[src/rtl/iau_pkg.sv]
package iau_pkg;

    localparam int DATA_W = 64;
    localparam int LONG_W = 32;
    localparam int LANE_W = 8;
    localparam int IMM_W  = 8;
    localparam int FUNC_W = 7;
    localparam int SCL_W  = 2;

    typedef enum logic [1:0] {
        K_NONE,
        K_ARITH,
        K_CMP,
        K_BYTE
    } kind_e;

    typedef enum logic [2:0] {
        C_EQ,
        C_SLE,
        C_SLT,
        C_ULE,
        C_ULT
    } cmp_e;

    typedef struct packed {
        logic              legal;
        kind_e             kind;
        logic              is_long;
        logic              sub;
        logic              trap;
        logic [SCL_W-1:0]  scale;
        cmp_e              cmp;
    } op_ctl_t;

    function automatic op_ctl_t arith_op(input logic lng, input logic sb,
                                         input logic tr, input logic [SCL_W-1:0] sc);
        op_ctl_t o;
        o.legal   = 1'b1;
        o.kind    = K_ARITH;
        o.is_long = lng;
        o.sub     = sb;
        o.trap    = tr;
        o.scale   = sc;
        o.cmp     = C_EQ;
        return o;
    endfunction

    function automatic op_ctl_t cmp_op(input cmp_e c);
        op_ctl_t o;
        o.legal   = 1'b1;
        o.kind    = K_CMP;
        o.is_long = 1'b0;
        o.sub     = 1'b0;
        o.trap    = 1'b0;
        o.scale   = '0;
        o.cmp     = c;
        return o;
    endfunction

endpackage

[src/rtl/iau_decode.sv]
module iau_decode
    import iau_pkg::*;
#(
    parameter int FW = FUNC_W
) (
    input  logic [FW-1:0] func,
    output op_ctl_t       ctl
);
    always_comb begin
        ctl = '0;
        ctl.kind = K_NONE;
        ctl.cmp  = C_EQ;
        case (func)
            7'h00: ctl = arith_op(1'b1, 1'b0, 1'b0, 2'd0);
            7'h09: ctl = arith_op(1'b1, 1'b1, 1'b0, 2'd0);
            7'h20: ctl = arith_op(1'b0, 1'b0, 1'b0, 2'd0);
            7'h29: ctl = arith_op(1'b0, 1'b1, 1'b0, 2'd0);
            7'h02: ctl = arith_op(1'b1, 1'b0, 1'b0, 2'd2);
            7'h12: ctl = arith_op(1'b1, 1'b0, 1'b0, 2'd3);
            7'h22: ctl = arith_op(1'b0, 1'b0, 1'b0, 2'd2);
            7'h32: ctl = arith_op(1'b0, 1'b0, 1'b0, 2'd3);
            7'h0b: ctl = arith_op(1'b1, 1'b1, 1'b0, 2'd2);
            7'h1b: ctl = arith_op(1'b1, 1'b1, 1'b0, 2'd3);
            7'h2b: ctl = arith_op(1'b0, 1'b1, 1'b0, 2'd2);
            7'h3b: ctl = arith_op(1'b0, 1'b1, 1'b0, 2'd3);
            7'h40: ctl = arith_op(1'b1, 1'b0, 1'b1, 2'd0);
            7'h60: ctl = arith_op(1'b0, 1'b0, 1'b1, 2'd0);
            7'h49: ctl = arith_op(1'b1, 1'b1, 1'b1, 2'd0);
            7'h69: ctl = arith_op(1'b0, 1'b1, 1'b1, 2'd0);
            7'h2d: ctl = cmp_op(C_EQ);
            7'h6d: ctl = cmp_op(C_SLE);
            7'h4d: ctl = cmp_op(C_SLT);
            7'h3d: ctl = cmp_op(C_ULE);
            7'h1d: ctl = cmp_op(C_ULT);
            7'h0f: begin
                ctl.legal = 1'b1;
                ctl.kind  = K_BYTE;
            end
            default: ;
        endcase
    end
endmodule

[src/rtl/iau_addsub.sv]
module iau_addsub
    import iau_pkg::*;
#(
    parameter int W  = DATA_W,
    parameter int HW = LONG_W
) (
    input  logic [W-1:0]     a,
    input  logic [W-1:0]     b,
    input  logic [SCL_W-1:0] scale,
    input  logic             sub,
    input  logic             is_long,
    output logic [W-1:0]     sum_o,
    output logic             ovf_o
);
    localparam int EXT_W = W - HW;

    logic [W-1:0] a_sh;
    logic [W-1:0] raw;
    logic         sa, sb, sr;

    always_comb begin
        a_sh = a << scale;
        raw  = sub ? (a_sh - b) : (a_sh + b);
        if (is_long) begin
            sum_o = {{EXT_W{raw[HW-1]}}, raw[HW-1:0]};
            sa    = a[HW-1];
            sb    = b[HW-1];
            sr    = raw[HW-1];
        end else begin
            sum_o = raw;
            sa    = a[W-1];
            sb    = b[W-1];
            sr    = raw[W-1];
        end
        ovf_o = sub ? ((sa != sb) && (sr != sa)) : ((sa == sb) && (sr != sa));
    end
endmodule

[src/rtl/iau_compare.sv]
module iau_compare
    import iau_pkg::*;
#(
    parameter int W = DATA_W
) (
    input  logic [W-1:0] a,
    input  logic [W-1:0] b,
    input  cmp_e         sel,
    output logic         hit
);
    logic eq, slt, ult;

    always_comb begin
        eq  = (a == b);
        slt = ($signed(a) < $signed(b));
        ult = (a < b);
        case (sel)
            C_EQ:    hit = eq;
            C_SLE:   hit = slt | eq;
            C_SLT:   hit = slt;
            C_ULE:   hit = ult | eq;
            C_ULT:   hit = ult;
            default: hit = 1'b0;
        endcase
    end
endmodule

[src/rtl/iau_bytecmp.sv]
module iau_bytecmp
    import iau_pkg::*;
#(
    parameter int W    = DATA_W,
    parameter int LANE = LANE_W
) (
    input  logic [W-1:0]         a,
    input  logic [W-1:0]         b,
    output logic [W/LANE-1:0]    ge_mask
);
    localparam int NLANE = W / LANE;

    for (genvar g = 0; g < NLANE; g++) begin : g_lane
        assign ge_mask[g] = (a[g*LANE +: LANE] >= b[g*LANE +: LANE]);
    end
endmodule

[src/rtl/int_arith_unit.sv]
module int_arith_unit
    import iau_pkg::*;
#(
    parameter int W    = DATA_W,
    parameter int HW   = LONG_W,
    parameter int IW   = IMM_W,
    parameter int FW   = FUNC_W,
    parameter int LANE = LANE_W
) (
    input  logic [W-1:0]  opnd_a,
    input  logic [W-1:0]  opnd_b,
    input  logic [IW-1:0] imm_lit,
    input  logic          use_imm,
    input  logic [FW-1:0] func,
    output logic [W-1:0]  result,
    output logic          ovf_trap,
    output logic          bad_func
);
    localparam int NLANE = W / LANE;

    op_ctl_t           ctl;
    logic [W-1:0]      b_eff;
    logic [W-1:0]      as_sum;
    logic              as_ovf;
    logic              cmp_hit;
    logic [NLANE-1:0]  lane_ge;

    assign b_eff = use_imm ? {{(W-IW){1'b0}}, imm_lit} : opnd_b;

    iau_decode #(.FW(FW)) u_dec (
        .func (func),
        .ctl  (ctl)
    );

    iau_addsub #(.W(W), .HW(HW)) u_add (
        .a       (opnd_a),
        .b       (b_eff),
        .scale   (ctl.scale),
        .sub     (ctl.sub),
        .is_long (ctl.is_long),
        .sum_o   (as_sum),
        .ovf_o   (as_ovf)
    );

    iau_compare #(.W(W)) u_cmp (
        .a   (opnd_a),
        .b   (b_eff),
        .sel (ctl.cmp),
        .hit (cmp_hit)
    );

    iau_bytecmp #(.W(W), .LANE(LANE)) u_byte (
        .a       (opnd_a),
        .b       (b_eff),
        .ge_mask (lane_ge)
    );

    always_comb begin
        case (ctl.kind)
            K_ARITH: result = as_sum;
            K_CMP:   result = {{(W-1){1'b0}}, cmp_hit};
            K_BYTE:  result = {{(W-NLANE){1'b0}}, lane_ge};
            default: result = '0;
        endcase
        ovf_trap = ctl.legal & ctl.trap & as_ovf;
        bad_func = ~ctl.legal;
    end
endmodule

[config.mk]
export PLATFORM = sky130hd
export DESIGN_NAME = int_arith_unit
export DESIGN_NICKNAME = d
export VERILOG_FILES = /design/src/rtl/iau_pkg.sv /design/src/rtl/iau_decode.sv /design/src/rtl/iau_addsub.sv /design/src/rtl/iau_compare.sv /design/src/rtl/iau_bytecmp.sv /design/src/rtl/int_arith_unit.sv
export SDC_FILE = /design/constraint.sdc
export NUM_CORES = 1
export LEC_CHECK = 0
export ABC_AREA = 0
export BUFFER_PORTS_ARGS = -buffer_cell sky130_fd_sc_hd__buf_2
export CAP_MARGIN = 20
export CORE_MARGIN = 2
export CORE_UTILIZATION = 25
export DETAILED_ROUTE_END_ITERATION = 10
export PLACE_DENSITY = 0.5
export SYNTH_ARGS = -nofsm -noshare
export SYNTH_HDL_FRONTEND = slang
export SYNTH_SLANG_ARGS = --single-unit
[constraint.sdc]
create_clock -name vclk -period 15.3
set_input_delay 2.295 -clock vclk [all_inputs]
set_output_delay 2.295 -clock vclk [all_outputs]
set_load 0.02 [all_outputs]
; Yosys cells after proc, flatten, opt, wreduce, memory -nomap -nowiden
; Index checks and enable logic that the tools add are counted.
[word_totals]
reg_bits = 0
latchBits = 0
ram_bits = 0
mem_bits_ro = 0
input_bits = 144
output_inout_bits = 66
word_cells = 67
mem_count = 0
[op_classes]
add_sub_neg = 2
n_mul = 0
n_div = 0
magnitude_cmp = 10
n_eq_ne = 32
shifts = 1
mux = 11
bitwise = 5
reduce_logical = 6
[ops]
columns = op, n
row1 = $mux 64, 3
row2 = $pmux 64 s3, 1
row3 = $pmux 8 s19, 1
row4 = $lt 64x64->1, 2
row5 = $add 64x64->64, 1
row6 = $eq 64x64->1, 1
row7 = $ge 8x8->1, 8
row8 = $shl 64x2->64, 1
row9 = $sub 64x64->64, 1
row10 = $eq 7x6->1 const B, 8
row11 = $eq 7x7->1 const B, 6
row12 = $eq 7x4->1 const B, 3
row13 = $eq 7x5->1 const B, 3
row14 = $reduce_or 16->1, 1
row15 = $pmux 3 s3, 1
row16 = $eq 7x2->1 const B, 1
row17 = $logic_not 7->1, 1
row18 = $eq 3x2->1 const B, 2
row19 = $pmux 1 s5, 1
row20 = $reduce_or 5->1, 1
row21 = $eq 2x2->1 const B, 2
row22 = $mux 1, 4
row23 = $eq 3x1->1 const B, 1
row24 = $eq 3x3->1 const B, 1
row25 = 8 further kinds, 12

; Longest topological paths before layout
; Gate-level depths: netlist of run 1.
[depth]
depth_word = 10
mapped_depth = 30
ltp_nobuf = 22

; Modules after synthesis
; From an unflattened synthesis of run 1, not the netlist that was laid out.
[hier_totals]
cells_unflattened = 1540
hier_area_um2 = 11413.4
[modules_own_cells]
columns = module, instances, cells_each, area_each_um2, seq_area_each_um2
row1 = iau_addsub, 1, 905, 6830.3, 0.0
row2 = iau_compare, 1, 244, 1730.4, 0.0
row3 = iau_bytecmp, 1, 200, 1581.5, 0.0
row4 = int_arith_unit, 1, 153, 1037.2, 0.0
row5 = iau_decode, 1, 38, 234.0, 0.0

; Worst setup path after synthesis of run 1
; OpenSTA, ideal clock, no wires.
[synth_path]
kind = input to output
start = in use_imm
end = out result[59]
t_arrival_ns = 8.132
path_slack_ns = 4.873
stages = 27
path_buffers = 8
path_cell_list = buf_6 > clkbuf_1 > clkbuf_1 > clkbuf_1 > buf_1 > clkbuf_1 > mux2i_1 > ha_1 > o211ai_1 > or3_1 > buf_2 > nor3_1 > o21ai_0 > nand2_1 > xnor2_1 > ha_1 > clkbuf_1 > and4_1 > a21oi_1 > o211ai_1 > or3b_1 > a32oi_1 > a21oi_1 > a311oi_2 > a21oi_1 > mux2i_1 > nor3_1
[synth_via]
elab_chain_cells = 5
word_cells_on_any_way = 6
[synth_lines]
columns = item, line_no
row1 = start: declaration, int_arith_unit.sv:13  ; input logic use_imm,
row2 = $mux 64 *, int_arith_unit.sv:28  ; assign b_eff = use_imm ? {{(W-IW){1'b0}}, imm_lit} : opnd_b;
row3 = $add 64x64->64 / $sub 64x64->64 (equally long branches), iau_addsub.sv:23  ; raw = sub ? (a_sh - b) : (a_sh + b);
row4 = $mux 64 *, iau_addsub.sv:23
row5 = $mux 64 *, iau_addsub.sv:24  ; if (is_long) begin
row6 = $pmux 64 s3 *, int_arith_unit.sv:59  ; case (ctl.kind)
row7 = end: declaration, int_arith_unit.sv:15  ; output logic [W-1:0] result,
; Mark *: on every way between the ends. The rest lies on a longest branch, timed or not.

; Worst setup path after layout of run 1
[layout_path]
start = in use_imm
end = out result[37]
; Same word-level chain as after synthesis.

==> impl_metrics.tcl, run 1 <==
set metrics [dict create \
    place_congestion 0.911 \
    syn-num-nets 1731 \
    final_net_count 1865 \
    final_hold_viol_count 0 \
    utilization_pct 29.1 \
    critPathRequiredTime_ns 13.01 \
    dr.pass1.iters 5 \
    powerDensity_nw_per_um2 43.4 \
    hold_buffers 0 \
    leakagePower_nw 5.16 \
    crit_arrival_ns 8.14 \
    antenna_found_initial 5 \
    cpPeakStageDelay_ns 0.63 \
    area_delta_synth_final_pct 14.4 \
    start_util_pct 25.4 \
    drt_wl_total_mm 39.6 \
    vias 11100 \
    die_area_um2 40000 \
    slew_headroom_pct 49.5 \
    critPathCaptureType "primary output" \
    cts_resized 0 \
    layout_common_cells "buf_2 (208), a21oi_1 (168), nand2_1 (153)" \
    postSynthAreaPerCell_um2 6.61 \
    drv_slew 0 \
    routedWlPerCell_um 18.9 \
    drive_above_1_share_pct 16.2 \
    worst_slack_ns 4.87 \
    finalCritPeriodShare_pct 68.2 \
    fin_area_um2 11000 \
    finalSetupViolCount 0 \
    fin_crit_ns 10.43 \
    fmax_ghz 0.0959 \
    fillers 4295 \
    remaining_drc_errors 0 \
    post-cts-setup-buffers 0 \
    yosys.area.top_type "ha_1" \
    path_class "in2out" \
    grt_overflow 0 \
    syn_inst 1451 \
    status "completed" \
    slowest_stage "or3_1" \
    dpl_cell_area_um2 11000 \
    grt_max_degree 71 \
    min-delay-path-class "in2out" \
    coreArea_um2 37800 \
    port_buffers 210 \
    first_iter_violations 678 \
    start_kind "input port" \
    n_clock_buffer 0 \
    nFlopsAndLatches 0 \
    synth_top_area_share_pct 17.6 \
    max-cap-violations 0 \
    yosys-top-cells-area "ha_1 (18%), a21oi_1 (8.8%), mux2i_1 (7.4%)" \
    pre_cts_slack_ns 4.79 \
    multiInputGateArea_um2 9040 \
    grt.total_usage_pct 19.1 \
    rsz0062_at_grt "no" \
    final_common_cell "buf_2" \
    yosysSeqAreaShare_pct 0 \
    synthesis.area_um2 9590 \
    setup_tns_ns 0 \
    hold-worst-slack_ns 5.06 \
    die_w_um 200 \
    yosysUniqueCellTypes 89 \
    grt_pass1_wl_mm 60.2 \
    path_max_fanout 49 \
    synth_warnings 0 \
    ir_worst_vdd_mv 0.0101 \
    dp_hpwl_mm 33.9 \
    tightest_slew_ns 0.757 \
    pin_count 210 \
    crit_chain "buf_4 > mux2i_1 > ha_1 > o211ai_1 > or3_1 > nor3_1 > nand2_1 > nand2_1 > a21oi_1 > o32a_1 > ha_1 > nand2_1 > a2111oi_0 > o31ai_1 > o211ai_1 > a21oi_1 > xnor2_1 > o21bai_2 > buf_4 > a21oi_1 > buf_2" \
    ant_nets 0 \
    vias_per_cell 5.29 \
    die_h_um 200 \
    regArea_um2 0 \
    rows 71 \
    grt_pass1_vias 10600 \
]
-- critical path, delay by kind of cell --
family          cells  cell delay, ns
compound gates      9            1.76
xor+xnor            1            0.63
fa+ha+maj           2            0.62
buf+inv             3            0.88
mux                 1            0.35
simple gates        5            1.54
-- cell families after synthesis --
| family | synth area share [%] |
|---|---|
| simple gates | 25.6 |
| compound gates | 32.1 |
| fa+ha+maj | 17.8 |
| buf+inv | 5.93 |
| xor+xnor | 10.8 |
| mux | 7.76 |
-- synth_stat cells (all sizes together), types with 15 or more instances --
cell	n
clkbuf	71
nand4	31
a21oi	169
xor2	43
a211oi	17
o21bai	15
a31oi	19
a21o	54
nor3	37
ha	135
o21ai	145
nor2	118
nand3	16
nand2	153
nor2b	16
inv	49
nand2b	68
mux2i	72
xnor2	72
-- through the flow --
stage | total power [W] | instances
final | 0.000476 | 2096
after global routing | 0.000526 | 2096
after CTS | 0.000474 | 2094
after detailed placement | 0.000471 | 2094
after global placement | 0.000473 | 2094
after floorplan | 0.000331 | 1451
-- path summary, 6_finish.rpt --
| path | startpoint | to | slack [ns] | cells past startpoint |
|---|---|---|---|---|
| worst max-delay path | use_imm | result[37] | 4.87 | 21 |
| worst min-delay path | func[6] | bad_func | 5.06 | 3 |
-- power by group --
part,leakage (nW),switching (W),total [W],internal (W)
logic,5.16,0.000297,0.000476,0.000180
clock network,0.0000127,0,0.0000000000175,0.0000000000175
registers,0,0,0,0
total,5.16,0.000297,0.000476,0.000180
-- layout make-up --
class                      instances  share of cell area [%]
multi-input combinational       1317                    82.4
timing repair buffer             217                    10.1
tap                              511                    5.83
inverter                          49                    1.68
antenna                            2                  0.0456
-- layer usage --
metal  track usage [%]  part of all wire, %  vias up  routed length [um]
met5                 0                 0.11        -                  44
met4              5.21                  3.2        6                1260
met3              1.90                  5.1       51                2000
met2              31.5                   45      306               17800
met1              26.5                   47     5168               18500
li1                  -                    -     5566                   -
Note: power is estimated with default switching activity, not from simulation.
==> run 2: changes to the inputs <==
==> constraint.sdc (replaced) <==
create_clock -name vclk -period 10.47
set_input_delay 1.5705 -clock vclk [all_inputs]
set_output_delay 1.5705 -clock vclk [all_outputs]
set_load 0.02 [all_outputs]
==> run 2 against run 1 <==
Net effect:
- total power is 47% higher
- flip-flop and latch count stayed put
- non-clock buffer count stayed put
- utilization hardly changed
- sequential share of layout area stayed put
- die area stayed put
- largest cell class unchanged
==> impl_metrics.tcl, run 2 (synthesis gave the netlist of run 1 again) <==
set metrics [dict create \
    critPathCaptureType "primary output" \
    worst_path_most_repeated_cell "a21oi_1" \
    die_area_um2 40000 \
    antenna_found_initial 6 \
    crit_chain "buf_4 > mux2i_1 > ha_1 > o211ai_1 > or3_1 > nor3_1 > nand2_1 > nand2_1 > a21oi_1 > o32a_1 > ha_1 > a21oi_1 > o21ai_0 > a2111oi_0 > o21bai_1 > or3_1 > o211ai_1 > a21oi_1 > a211oi_2 > xor2_1 > a21oi_1 > buf_2" \
    cts_resized 0 \
    worstHoldStart "func[6]" \
    min-delay-path-class "in2out" \
    ir_worst_vdd_mv 0.0122 \
    layout_common_cells "buf_2 (208), a21oi_1 (168), nand2_1 (153)" \
    drive_above_1_share_pct 16.2 \
    fmax_ghz 0.110 \
    worst_slack_ns 1.34 \
    dp_hpwl_mm 34.3 \
    post-cts-setup-buffers 0 \
    tightest_slew_ns 1.01 \
    grt_overflow 0 \
    hold_buffers 0 \
    cp_num_buf_inv 2 \
    finalSetupViolCount 0 \
    path_class "in2out" \
    drv_slew 0 \
    pre_cts_slack_ns 1.45 \
    grt_pass1_vias 10800 \
    final_net_count 1865 \
    area_delta_synth_final_pct 14.5 \
    leakagePower_nw 5.16 \
    hold_end "bad_func" \
    slew_headroom_pct 32.3 \
    rows 71 \
    first_iter_violations 640 \
    utilization_pct 29.1 \
    coreArea_um2 37800 \
    regArea_um2 0 \
    grt_max_degree 84 \
    final_common_cell "buf_2" \
    setup_tns_ns 0 \
    start_kind "input port" \
    place_congestion 0.908 \
    cpPeakStageDelay_ns 0.62 \
    pin_count 210 \
    drt_wl_total_mm 39.9 \
    die_w_um 200 \
    remaining_drc_errors 0 \
    final_hold_viol_count 0 \
    vias_per_cell 5.25 \
    powerDensity_nw_per_um2 63.7 \
    max-cap-violations 0 \
    dr.pass1.iters 5 \
    n_clock_buffer 0 \
    die_h_um 200 \
    nFlopsAndLatches 0 \
    grt_pass1_wl_mm 61.2 \
    fin_crit_ns 9.13 \
    placed_cells 2094 \
    finalCritPeriodShare_pct 87.2 \
    crit_arrival_ns 7.56 \
    rsz0062_at_grt "no" \
    finalPower_w 0.000699 \
    critPathRequiredTime_ns 8.90 \
    crit_family "compound AO/OA/AOI/OAI gates" \
    vias 11000 \
    slowest_stage "or3_1" \
    start_util_pct 25.4 \
    routedWlPerCell_um 19.0 \
    grt.total_usage_pct 19.4 \
    ant_nets 0 \
    path_max_fanout 49 \
    port_buffers 210 \
    fin_cells 2099 \
    status "completed" \
    hold-path-cell-count 3 \
]
[run 2: per-layer routing]
layer	wire length (um)	up-vias	global-route usage, %	share of wire [%]
met2	18300	298	32.4	46
li1	-	5561	-	-
met1	18800	5117	26.7	47
met5	22	-	0	0.055
met4	1160	4	5.49	2.9
met3	1730	50	1.53	4.3
[run 2: how the worst max path moves through the flow]
stage            start    endpoint  slack [ns]  cells after the start
3_5_place_dp   use_imm  result[39]        1.45                     21
3_3_place_gp   use_imm  result[42]        1.66                     21
5_1_grt        use_imm  result[39]        0.85                     21
6_report       use_imm  result[60]        1.34                     22
2_1_floorplan  use_imm  result[59]        1.49                     27
4_1_cts        use_imm  result[60]        1.43                     22
[run 2: through the flow]
| step | hold slack (ns) | instance area, um2 |
|---|---|---|
| final | 3.61 | 11000 |
| after global routing | 3.64 | 11000 |
| after CTS | 3.61 | 11000 |
| after detailed placement | 3.61 | 11000 |
| after global placement | 3.61 | 11000 |
| after floorplan | 3.44 | 9590 |
[run 2: final cells by class]
| cell class | count | area, um2 |
|---|---|---|
| Inverter | 49 | 184 |
| Fill cell | 4299 | 26800 |
| Antenna cell | 5 | 12.5 |
| Tap cell | 511 | 639 |
| Multi-Input combinational cell | 1317 | 9040 |
| Timing Repair Buffer | 217 | 1110 |
[run 2: power breakdown]
group	switching [W]	internal, W	total [W]
registers	0	0	0
logic	0.000437	0.000263	0.000699
clock network	0	0.0000000000641	0.0000000000641
total	0.000437	0.000263	0.000699
==> run 3: changes to the inputs <==
--- a/config.mk
+++ b/config.mk
@@ -8,10 +8,11 @@
 export ABC_AREA = 0
 export BUFFER_PORTS_ARGS = -buffer_cell sky130_fd_sc_hd__buf_2
 export CAP_MARGIN = 20
-export CORE_MARGIN = 2
+export CORE_MARGIN = 8
 export CORE_UTILIZATION = 25
 export DETAILED_ROUTE_END_ITERATION = 10
 export PLACE_DENSITY = 0.5
+export RECOVER_POWER = 25
 export SYNTH_ARGS = -nofsm -noshare
 export SYNTH_HDL_FRONTEND = slang
 export SYNTH_SLANG_ARGS = --single-unit
==> run 3 against run 2 <==
Net effect:
- the run now ends with capacitance limit, slew limit left
- first-iteration DRC count is 9.4% higher
- critical endpoint unchanged
- critical path depth is 6 lower
- highest routed layer unchanged
- design area is 0.30% lower
- global-route usage is 2.3 points lower
- largest cell class unchanged
- count of clock-buffer cells in the layout stayed put
- flip-flop and latch count stayed put
==> impl_metrics.tcl, run 3 (synthesis gave the netlist of run 1 again) <==
set metrics [dict create \
    status "finished, violations left" \
    violations "capacitance limit, slew limit" \
    start_util_pct 25.4 \
    antenna_found_initial 11 \
    rows 71 \
    min-delay-path-class "in2out" \
    pin_count 210 \
    slowest_stage "clkbuf_1" \
    finalCritPeriodShare_pct 90.0 \
    fillers 4313 \
    critPathRequiredTime_ns 8.90 \
    die_w_um 212 \
    start_kind "input port" \
    rsz0062_at_grt "no" \
    regArea_um2 0 \
    final_hold_viol_count 0 \
    grt.total_usage_pct 17.1 \
    routedWlPerCell_um 19.4 \
    max-cap-violations 2 \
    grt_pass1_wl_mm 61.8 \
    dp_hpwl_mm 35.4 \
    finalPower_w 0.000692 \
    hold_buffers 0 \
    grt_pass1_vias 10900 \
    worst_path_most_repeated_cell "a21oi_1" \
    hold-path-cell-count 3 \
    cts_resized 0 \
    area_delta_synth_final_pct 14.1 \
    slew_headroom_pct -94.8 \
    leakagePower_nw 5.11 \
    drt_wl_total_mm 40.8 \
    path_class "in2out" \
    die_area_um2 44900 \
    multiInputGateArea_um2 9010 \
    layout_common_cells "buf_2 (198), a21oi_1 (168), nand2_1 (153)" \
    ant_nets 0 \
    critPathCaptureType "primary output" \
    cpPeakStageDelay_ns 2.10 \
    die_h_um 212 \
    vias 11000 \
    crit_chain "buf_4 > clkbuf_1 > mux2i_1 > o21ai_0 > ha_1 > a21oi_1 > o21ai_0 > a2111oi_0 > o21bai_1 > or3_1 > o211ai_1 > a21oi_1 > a211oi_2 > xor2_1 > a21oi_1 > buf_2" \
    dr.pass1.iters 5 \
    place_congestion 0.925 \
    powerDensity_nw_per_um2 63.2 \
    path_max_fanout 40 \
    remaining_drc_errors 0 \
    coreArea_um2 37800 \
    nFlopsAndLatches 0 \
    utilization_pct 29.0 \
    final_net_count 1865 \
    drive_above_1_share_pct 15.3 \
    post-cts-setup-buffers 0 \
    vias_per_cell 5.23 \
    finalSetupViolCount 0 \
    grt_overflow 0 \
    port_buffers 210 \
    ir_worst_vdd_mv 0.0137 \
    grt_max_degree 78 \
    fin_crit_ns 9.42 \
    drv_slew 41 \
    fmax_ghz 0.106 \
    crit_arrival_ns 7.85 \
    tightest_slew_ns 2.92 \
    setup_tns_ns 0 \
    n_clock_buffer 0 \
    first_iter_violations 700 \
    final_common_cell "buf_2" \
]
==> run 3: per-layer routing <==
layer	part of all wire, %	GRT usage, %	vias to the layer above
met1	47	23.6	5048
li1	-	-	5561
met4	2.8	5.03	4
met5	0.061	0	-
met3	5.2	1.76	42
met2	44	27.8	339
==> run 3: metrics by stage <==
step,std cells,hold WS [ns],area [um2],setup slack [ns]
6_report,2103,3.61,11000,1.05
5_1_grt,2103,3.62,11000,0.756
4_1_cts,2094,3.60,11000,1.41
3_5_place_dp,2094,3.60,11000,1.44
3_3_place_gp,2094,3.61,11000,1.58
2_1_floorplan,1451,3.44,9590,1.49
==> run 3: cell type report <==
cell class | instances | share of cell area [%]
Antenna cell | 9 | 0.206
Inverter | 49 | 1.68
Multi-Input combinational cell | 1317 | 82.3
Tap cell | 511 | 5.84
Timing Repair Buffer | 217 | 9.97
==> run 3: final timing paths <==
| path | startpoint | endpoint | slack (ns) |
|---|---|---|---|
| setup / recovery | func[4] | result[60] | 1.05 |
| hold / removal | func[6] | bad_func | 3.61 |
==> run 3: report_power, final <==
group,switching (W),internal [W]
registers,0,0
clock network,0,0.000000000115
logic,0.000430,0.000262
==> run 3: worst max-delay path, delay by kind of cell <==
family	cells	cell delay [ns]
adder cells (fa/ha/maj)	1	0.44
multiplexers	1	0.33
buffers and inverters	3	2.71
XOR/XNOR	1	0.22
AND/OR/NAND/NOR	1	0.49
AO/OA/AOI/OAI	9	2.01
